## src/rtl/txgc_pkg.sv

```systemverilog
`timescale 1ns/1ps
package txgc_pkg;
  // Strobes from control to datapath, one set per clock
  typedef struct packed {
    logic gateOpen;  // nibble goes to the line this cycle
    logic haltNib;   // replace the nibble with HALT
  } txgc_strobe_t;

  typedef enum logic [1:0] {
    CT_IDLE = 2'd0,
    CT_ARM  = 2'd1,
    CT_ON   = 2'd2,
    CT_REL  = 2'd3
  } colt_state_e;
endpackage

```

## src/rtl/txgc_bit_timer.sv

```systemverilog
`timescale 1ns/1ps
module txgc_bit_timer #(
  parameter int CLKS_PER_BIT_FAST = 2,
  parameter int CLKS_PER_BIT_SLOW = 20
) (
  input  logic clk,
  input  logic rstN,
  input  logic speed100,
  output logic bitTick
);
  localparam int MAX_CPB = (CLKS_PER_BIT_SLOW > CLKS_PER_BIT_FAST) ?
                           CLKS_PER_BIT_SLOW : CLKS_PER_BIT_FAST;
  localparam int CNT_W = $clog2(MAX_CPB + 1);
  localparam logic [CNT_W-1:0] FAST_LIM = CNT_W'(CLKS_PER_BIT_FAST - 1);
  localparam logic [CNT_W-1:0] SLOW_LIM = CNT_W'(CLKS_PER_BIT_SLOW - 1);

  logic [CNT_W-1:0] cnt;
  logic             speedQ;
  logic [CNT_W-1:0] lim;

  assign lim     = speed100 ? FAST_LIM : SLOW_LIM;
  assign bitTick = (cnt == lim) && (speedQ == speed100);

  always_ff @(posedge clk) begin
    if (!rstN) begin
      cnt    <= '0;
      speedQ <= 1'b0;
    end else begin
      speedQ <= speed100;
      if (speedQ != speed100 || cnt == lim) cnt <= '0;
      else                                  cnt <= cnt + 1'b1;
    end
  end
endmodule

```

## src/rtl/txgc_ctrl.sv

```systemverilog
`timescale 1ns/1ps
module txgc_ctrl
  import txgc_pkg::*;
#(
  parameter int TEST_ON_BITS  = 8,
  parameter int TEST_OFF_BITS = 3
) (
  input  logic         clk,
  input  logic         rstN,
  input  logic         txEn,
  input  logic         txEr,
  input  logic         txDisable,
  input  logic         speed100,
  input  logic         fullDuplex,
  input  logic         rxActive,
  input  logic         colTest,
  input  logic         bitTick,
  output txgc_strobe_t strobe,
  output logic         col
);
  localparam int MAX_BITS = (TEST_ON_BITS > TEST_OFF_BITS) ? TEST_ON_BITS : TEST_OFF_BITS;
  localparam int TC_W = $clog2(MAX_BITS + 1);
  localparam logic [TC_W-1:0] ON_LAST  = TC_W'(TEST_ON_BITS - 1);
  localparam logic [TC_W-1:0] OFF_LAST = TC_W'(TEST_OFF_BITS - 1);

  logic        txEnQ;     // previous txEn, held high in reset
  logic        passQ;     // current packet is allowed
  logic        pktRise;
  logic        gateOpen;
  logic        colRealQ;
  colt_state_e ctState, ctNext;
  logic [TC_W-1:0] tCnt, tCntNext;

  // Packet-boundary gating
  assign pktRise  = txEn && !txEnQ;
  assign gateOpen = txEn && (pktRise ? !txDisable : passQ);

  assign strobe.gateOpen = gateOpen;
  assign strobe.haltNib  = gateOpen && speed100 && txEr;

  always_ff @(posedge clk) begin
    if (!rstN) begin
      txEnQ    <= 1'b1;
      passQ    <= 1'b0;
      colRealQ <= 1'b0;
    end else begin
      txEnQ    <= txEn;
      passQ    <= gateOpen;
      colRealQ <= !fullDuplex && gateOpen && rxActive;
    end
  end

  // Collision-test echo with tick-counted latencies
  always_comb begin
    ctNext   = ctState;
    tCntNext = tCnt;
    if (!colTest) begin
      ctNext   = CT_IDLE;
      tCntNext = '0;
    end else begin
      unique case (ctState)
        CT_IDLE: if (txEn) begin
          ctNext   = CT_ARM;
          tCntNext = '0;
        end
        CT_ARM: begin
          if (!txEn) begin
            ctNext = CT_IDLE;
          end else if (bitTick) begin
            if (tCnt == ON_LAST) ctNext = CT_ON;
            else                 tCntNext = tCnt + 1'b1;
          end
        end
        CT_ON: if (!txEn) begin
          ctNext   = CT_REL;
          tCntNext = '0;
        end
        CT_REL: begin
          if (txEn) begin
            ctNext = CT_ON;
          end else if (bitTick) begin
            if (tCnt == OFF_LAST) ctNext = CT_IDLE;
            else                  tCntNext = tCnt + 1'b1;
          end
        end
        default: ctNext = CT_IDLE;
      endcase
    end
  end

  always_ff @(posedge clk) begin
    if (!rstN) begin
      ctState <= CT_IDLE;
      tCnt    <= '0;
    end else begin
      ctState <= ctNext;
      tCnt    <= tCntNext;
    end
  end

  assign col = colRealQ || (ctState == CT_ON) || (ctState == CT_REL);
endmodule

```

## src/rtl/txgc_data.sv

```systemverilog
`timescale 1ns/1ps
module txgc_data
  import txgc_pkg::*;
#(
  parameter int NIB_W = 4
) (
  input  logic             clk,
  input  logic             rstN,
  input  txgc_strobe_t     strobe,
  input  logic [NIB_W-1:0] txData,
  output logic             outValid,
  output logic             outHalt,
  output logic [NIB_W-1:0] outNibble
);
  always_ff @(posedge clk) begin
    if (!rstN) begin
      outValid  <= 1'b0;
      outHalt   <= 1'b0;
      outNibble <= '0;
    end else begin
      outValid  <= strobe.gateOpen;
      outHalt   <= strobe.haltNib;
      outNibble <= (strobe.gateOpen && !strobe.haltNib) ? txData : '0;
    end
  end
endmodule

```

## src/rtl/tx_gate_col.sv

```systemverilog
`timescale 1ns/1ps
module tx_gate_col
  import txgc_pkg::*;
#(
  parameter int NIB_W             = 4,
  parameter int CLKS_PER_BIT_FAST = 2,
  parameter int CLKS_PER_BIT_SLOW = 20,
  parameter int TEST_ON_BITS      = 8,
  parameter int TEST_OFF_BITS     = 3
) (
  input  logic             clk,
  input  logic             rstN,
  input  logic             txEn,
  input  logic             txEr,
  input  logic [NIB_W-1:0] txData,
  input  logic             rxActive,
  input  logic             fullDuplex,
  input  logic             speed100,
  input  logic             txDisable,
  input  logic             colTest,
  output logic             outValid,
  output logic             outHalt,
  output logic [NIB_W-1:0] outNibble,
  output logic             col
);
  logic         bitTick;
  txgc_strobe_t strobe;

  txgc_bit_timer #(
    .CLKS_PER_BIT_FAST(CLKS_PER_BIT_FAST),
    .CLKS_PER_BIT_SLOW(CLKS_PER_BIT_SLOW)
  ) u_timer (
    .clk(clk), .rstN(rstN), .speed100(speed100), .bitTick(bitTick)
  );

  txgc_ctrl #(
    .TEST_ON_BITS(TEST_ON_BITS),
    .TEST_OFF_BITS(TEST_OFF_BITS)
  ) u_ctrl (
    .clk(clk), .rstN(rstN), .txEn(txEn), .txEr(txEr), .txDisable(txDisable),
    .speed100(speed100), .fullDuplex(fullDuplex), .rxActive(rxActive),
    .colTest(colTest), .bitTick(bitTick), .strobe(strobe), .col(col)
  );

  txgc_data #(.NIB_W(NIB_W)) u_data (
    .clk(clk), .rstN(rstN), .strobe(strobe), .txData(txData),
    .outValid(outValid), .outHalt(outHalt), .outNibble(outNibble)
  );
endmodule

```

## config.mk

```make
export PLATFORM = sky130hd
export DESIGN_NAME = tx_gate_col
export DESIGN_NICKNAME = d
export VERILOG_FILES = /design/src/rtl/txgc_pkg.sv /design/src/rtl/txgc_bit_timer.sv /design/src/rtl/txgc_ctrl.sv /design/src/rtl/txgc_data.sv /design/src/rtl/tx_gate_col.sv
export SDC_FILE = /design/constraint.sdc
export NUM_CORES = 1
export LEC_CHECK = 0
export BUFFER_PORTS_ARGS = -buffer_cell sky130_fd_sc_hd__buf_4
export CELL_PAD_IN_SITES_DETAIL_PLACEMENT = 0
export CELL_PAD_IN_SITES_GLOBAL_PLACEMENT = 1
export CORE_UTILIZATION = 38
export DETAILED_ROUTE_END_ITERATION = 16
export GPL_TIMING_DRIVEN = 0
export PLACE_DENSITY_LB_ADDON = 0.2
export RECOVER_POWER = 25
export SLEW_MARGIN = 5
export SYNTH_ARGS = -nofsm -noshare
export SYNTH_HDL_FRONTEND = slang
export SYNTH_SLANG_ARGS = --single-unit
```

## constraint.sdc

```tcl
create_clock -name clk -period 1.7 [get_ports clk]
set_clock_uncertainty 0.05 [all_clocks]
set_input_delay 0.255 -clock clk [delete_from_list [all_inputs] [get_ports clk]]
set_output_delay 0.255 -clock clk [all_outputs]
set_load 0.03 [all_outputs]
```

# After elaboration in Yosys (flattened, before gate mapping)
# Index checks and enable logic that the tools add are counted.
dict set report totals {
  regBits 20
  inputBits 13
}
dict set report classes {
  addsub 2
  n_eq_ne 20
  muxes 20
  bitwise_logic 1
  reduce_logical 21
}
# operator n
set op_table {}
lappend op_table {{4-bit two-way mux} 8}
lappend op_table {{2-bit two-way mux} 8}
lappend op_table {{2-bit inequality test (second input constant)} 8}
lappend op_table {{4-bit case mux with 4 select lines} 1}
lappend op_table {{1-bit logical AND} 8}
lappend op_table {{2-bit case mux with 4 select lines} 1}
lappend op_table {{8-bit AND reduction} 1}
lappend op_table {{3-bit by 2-bit inequality test with 1-bit output (second input constant)} 2}
lappend op_table {{3-bit inequality test (second input constant)} 2}
lappend op_table {{6-bit AND reduction} 1}
lappend op_table {{5-bit by 1-bit adder with 5-bit output (second input constant)} 1}
lappend op_table {{5-bit equality test} 1}
lappend op_table {{5-bit two-way mux} 1}
lappend op_table {{4-bit by 1-bit adder with 4-bit output (second input constant)} 1}
lappend op_table {{2-bit equality test (second input constant)} 2}
lappend op_table {{4-bit by 2-bit equality test with 1-bit output (second input constant)} 1}
lappend op_table {{4-bit by 3-bit equality test with 1-bit output (second input constant)} 1}
lappend op_table {{1-bit logical NOT} 4}
lappend op_table {{2-bit AND reduction} 2}
lappend op_table {{1-bit logical OR} 3}
lappend op_table {{2-bit by 1-bit equality test with 1-bit output (second input constant)} 1}
lappend op_table {{2-bit logical NOT} 1}
lappend op_table {{2-bit OR reduction} 1}
lappend op_table {{1-bit equality test} 1}
lappend op_table {{3 further kinds} 3}

# Logic depth before layout (Yosys ltp)
dict set report logic_depth {
  depth_word 9
  mapped_depth 6
  ltp_nobuf 6
}

# Hierarchy
# From an unflattened synthesis, not the netlist that was laid out.
dict set report unflattened {
  cells_unflattened 98
  area_unflattened_um2 964.7
}
# mod instances cells_each area_per_inst_um2
set by_module_without_submodules {}
lappend by_module_without_submodules {txgc_ctrl 1 61 521.8}
lappend by_module_without_submodules {txgc_bit_timer 1 25 267.8}
lappend by_module_without_submodules {txgc_data 1 12 175.2}

# Worst setup path after synthesis
# Ideal clock, no wire load.
dict set report synth_timing {
  path_kind {register -> register}
  start {register u_ctrl.tCnt[0]}
  end {register u_ctrl.tCnt[1]}
  setup_ns 0.072
  arrival_ns 1.327
  required_ns 1.578
  path_slack_ns 0.251
  path_stages_with_launch 7
  path_buffers 0
  period_less_slack_ns 1.449
  cell_sequence {dfxtp_1 > inv_1 > ha_1 > nor4bb_1 > o22ai_1 > o21a_1 > mux2i_1}
}
dict set report synth_via {
  elab_chain_len 5
}
# element line_no
set synth_rtl {}
lappend synth_rtl {{start: declaration} txgc_ctrl.sv:32} ;# logic [TC_W-1:0] tCnt, tCntNext;
lappend synth_rtl {{start signal: assignment} txgc_ctrl.sv:97} ;# tCnt <= tCntNext;
lappend synth_rtl {{4-bit by 1-bit adder with 4-bit output} {txgc_ctrl.sv:71, txgc_ctrl.sv:83}}
lappend synth_rtl {{4-bit two-way mux (on tied branches)} {txgc_ctrl.sv:82, txgc_ctrl.sv:70}}
lappend synth_rtl {{4-bit two-way mux (on tied branches)} {txgc_ctrl.sv:81, txgc_ctrl.sv:69}}
lappend synth_rtl {{4-bit two-way mux (on tied branches)} {txgc_ctrl.sv:79, txgc_ctrl.sv:67}}
lappend synth_rtl {{4-bit case mux with 4 select lines} txgc_ctrl.sv:61} ;# unique case (ctState)
# Parallel ways exist; a longest one is shown, timed or not. The select of a mux whose other input is x is not followed.
# A chain may end at the register's enable or synchronous reset.

# Worst setup path after layout
dict set report layout_timing {
  start {register u_ctrl.tCnt[0]}
  end {register u_ctrl.tCnt[2]}
}
# Same word-level chain as after synthesis.

==> impl_metrics.py <==
metrics = {
    "cts": {
        "worst_setup_hold_path_clk_slew_ns": 0.11,
        "tritoncts.num_buffers": 3,
        "cts_tree": "yes",
        "cts_hold_buf": 0,
        "cts_htree_levels": 1,
        "clkLatencyLatePin_ns": 0.29,
        "cts_root_buf": "sky130_fd_sc_hd__clkbuf_4",
        "cts_max_path_buffers": 2,
        "clock-sinks": 20,
    },
    "routing": {
        "post_drt_via_cell_ratio": 5.02,
        "final_antenna_violating_net_count": 0,
        "detail_route.iter0.violations": 7,
        "wire_per_inst_um": 11.2,
        "detail_route.wirelength_um": 1630,
        "number_of_remaining_drc_errors": 0,
        "detailroute.via_count": 733,
        "drt_pre_antenna_iters": 3,
    },
    "logic_synthesis": {
        "avgSynthCellArea_um2": 9.34,
        "synth-edff-count": 0,
        "ys_ff_latch": 20,
        "postSynthNetCount": 110,
        "synth_cell_types": 34,
        "ys_seq_area_share_pct": 45.6,
        "synth_cells": 94,
        "asyncSetResetFlopFracSynth_pct": 0,
        "synth-warning-count": 0,
        "syn-cell-area_um2": 878,
        "yosys_most_used_dff": "sky130_fd_sc_hd__dfxtp_1",
    },
    "global_routing": {
        "grt_overflow_total": 0,
        "wire_length_of_the_first_global_routing_pass_um": 2810,
        "grt_antenna_before_repair": 0,
        "grt_use_total_pct": 14.9,
        "grt_max_degree": 12,
        "first_global_vias": 676,
    },
    "timing": {
        "post-route-period-util_pct": 90.9,
        "worstMarginPinSlew_ns": 0.383,
        "totalNegativeSetupSlack_ns": 0,
        "hold_ws_ns": 0.0547,
        "fmax_ghz": 0.647,
        "setup_repair_after_global_routing_missed_its_margin": "false",
        "minimum_period_implied_by_the_final_worst_setup_slack_ns": 1.55,
        "report.final.setup_viol": 0,
        "hold_viol": 0,
        "maxSlewHeadroom_pct": 74.5,
        "report.final.slew_viol_count": 0,
    },
    "floorplanning": {
        "design.die.area_mm2": 0.00251,
        "coreArea_mm2": 0.00219,
        "fp-row-count": 17,
        "initial_core_util_pct": 40.1,
        "fp.dieW_um": 50.1,
        "num_io_pins": 20,
        "die-height_um": 50.1,
    },
    "setup_path": {
        "setup.worst_path.class": "reg -> reg",
        "timing.reg2reg.worst_path_depth": 7,
        "worst-endpoint-arrival_ns": 1.68,
        "worst_setup_path_end_kind": "flip-flop",
        "critical_path.startpoint_type": "flip-flop",
        "required_ns": 1.84,
        "maximum_fanout_along_the_worst_path": 4,
    },
    "finish": {
        "n_antenna_cell": 0,
        "final_net_count": 135,
        "area_growth_syn_to_layout_pct": 23.6,
        "mostFrequentLayoutCell": "sky130_fd_sc_hd__dfxtp_1",
        "sequential_standard_cell_area_um2": 400,
        "layout.filler_cells": 214,
        "layout_common_cells": "sky130_fd_sc_hd__dfxtp_1, sky130_fd_sc_hd__buf_4, sky130_fd_sc_hd__nor2_1, sky130_fd_sc_hd__nand2_1, sky130_fd_sc_hd__nand3_1",
        "final_layout_size_suffix_gt1_share_pct": 22.0,
        "multi_input_area_um2": 452,
    },
    "run_status": {
        "run_status": "finished clean",
    },
    "power": {
        "ir_worst_vdd_mv": 0.426,
        "p_leak_nw": 0.450,
        "power_density_cells_mw_per_mm2": 762,
    },
    "place": {
        "place.detailed.hpwl_um": 1230,
        "gp_routability_congestion": 0.764,
        "portBuffers": 19,
    },
    "hold_path": {
        "whs_path_depth": 2,
        "min-delay-path-class": "in -> reg",
    },
    "job": {
        "cap_violations": 0,
    },
}
area by class of cell:
class                           count  area share (%)
Tap cell                           28            3.23
Clock buffer                        4            3.34
Buffer                              2           0.806
Sequential cell                    20            36.9
Timing Repair Buffer               20            12.4
Inverter                            5            1.73
Multi-Input combinational cell     67            41.6
critical path, cell delays in order (launching register included):
cell	delay (ns)
sky130_fd_sc_hd__dfxtp_1	0.35
sky130_fd_sc_hd__inv_1	0.08
sky130_fd_sc_hd__ha_1	0.20
sky130_fd_sc_hd__nor4bb_1	0.28
sky130_fd_sc_hd__o22ai_1	0.12
sky130_fd_sc_hd__buf_4	0.15
sky130_fd_sc_hd__a31oi_1	0.11
sky130_fd_sc_hd__o21ai_0	0.09
flip-flops by register name (all words and copies together) (netlist names), named ones only:
name / count
u_timer.speedQ: 1
u_ctrl.colRealQ: 1
u_data.outHalt: 1
u_ctrl.tCnt: 4
u_data.outValid: 1
u_timer.cnt: 5
u_data.outNibble: 4
u_ctrl.txEnQ: 1
u_ctrl.ctState: 1
final timing paths:
check | startpoint | end | slack [ns]
worst min register to register | u_timer.cnt[0] | u_timer.cnt[0] | 0.44
worst min-delay path | fullDuplex | u_ctrl.colRealQ | 0.05
worst max register to register | u_ctrl.tCnt[0] | u_ctrl.tCnt[2] | 0.15
worst max-delay path | u_ctrl.tCnt[0] | u_ctrl.tCnt[2] | 0.15
stage by stage:
| step | worst slack, ns | power [mW] | std cells | util [%] | instance area, um^2 |
|---|---|---|---|---|---|
| after floorplan | 0.251 | 0.534 | 94 | - | 878 |
| after global placement | 0.0452 | 0.570 | 141 | 48.2 | 1060 |
| after detailed placement | 0.0306 | 0.572 | 141 | 48.2 | 1060 |
| after CTS | 0.0465 | 0.848 | 145 | 49.9 | 1090 |
| after global routing | 0.0329 | 0.872 | 146 | 49.6 | 1090 |
| final | 0.155 | 0.827 | 146 | 49.6 | 1090 |
synth_stat cells, types with 2 or more instances:
master	count	area (um^2)
sky130_fd_sc_hd__a21oi_1	3	15.0
sky130_fd_sc_hd__nand3_1	6	30.0
sky130_fd_sc_hd__nor2_1	8	30.0
sky130_fd_sc_hd__inv_1	5	18.8
sky130_fd_sc_hd__nor3b_1	3	22.5
sky130_fd_sc_hd__o21ai_0	2	10.0
sky130_fd_sc_hd__ha_1	3	37.5
sky130_fd_sc_hd__xnor2_1	2	17.5
sky130_fd_sc_hd__and2_1	6	37.5
sky130_fd_sc_hd__nand2_1	7	26.3
sky130_fd_sc_hd__and4b_1	2	20.0
sky130_fd_sc_hd__nand4_1	2	12.5
sky130_fd_sc_hd__mux2i_1	2	20.0
sky130_fd_sc_hd__o211ai_1	2	15.0
sky130_fd_sc_hd__dfxtp_1	20	400
sky130_fd_sc_hd__nand2b_1	2	12.5
sky130_fd_sc_hd__xor2_1	2	17.5
routing by layer:
metal | vias up | part of all wire (%) | track usage [%] | wire length, um
met5 | - | 0 | 0 | 0
met4 | 0 | 0.68 | 7.62 | 11
met3 | 2 | 3.4 | 3.70 | 56
met2 | 14 | 45 | 22.9 | 728
met1 | 337 | 51 | 18.9 | 833
li1 | 380 | - | - | -
where the power goes:
| group | leakage, nW | internal, mW | total (mW) | switching, mW |
|---|---|---|---|---|
| sequential | 0.162 | 0.477 | 0.483 | 0.00554 |
| combinational | 0.266 | 0.0379 | 0.0766 | 0.0387 |
| clock | 0.0210 | 0.130 | 0.268 | 0.137 |
| total | 0.450 | 0.646 | 0.827 | 0.182 |
cells by family (layout without fill, tap and decap cells):
group | count (synthesis) | in the layout | synth area share [%]
adders and majority gates | 3 | 3 | 4.27
DFF | 20 | 20 | 45.6
xor gates and xnor gates | 4 | 4 | 3.99
buffers and inverters | 7 | 31 | 3.13
AOI/OAI and AO/OA | 14 | 14 | 12.0
muxes | 2 | 2 | 2.28
and+or+nand+nor | 44 | 44 | 28.8
repair_timing:
action	4_1_cts	5_1_grt
resized for setup	1	0
endpoints found under the setup margin	2	4
setup buffers	0	1
pin swaps	0	1
Note: power is estimated with default switching activity, not from simulation.
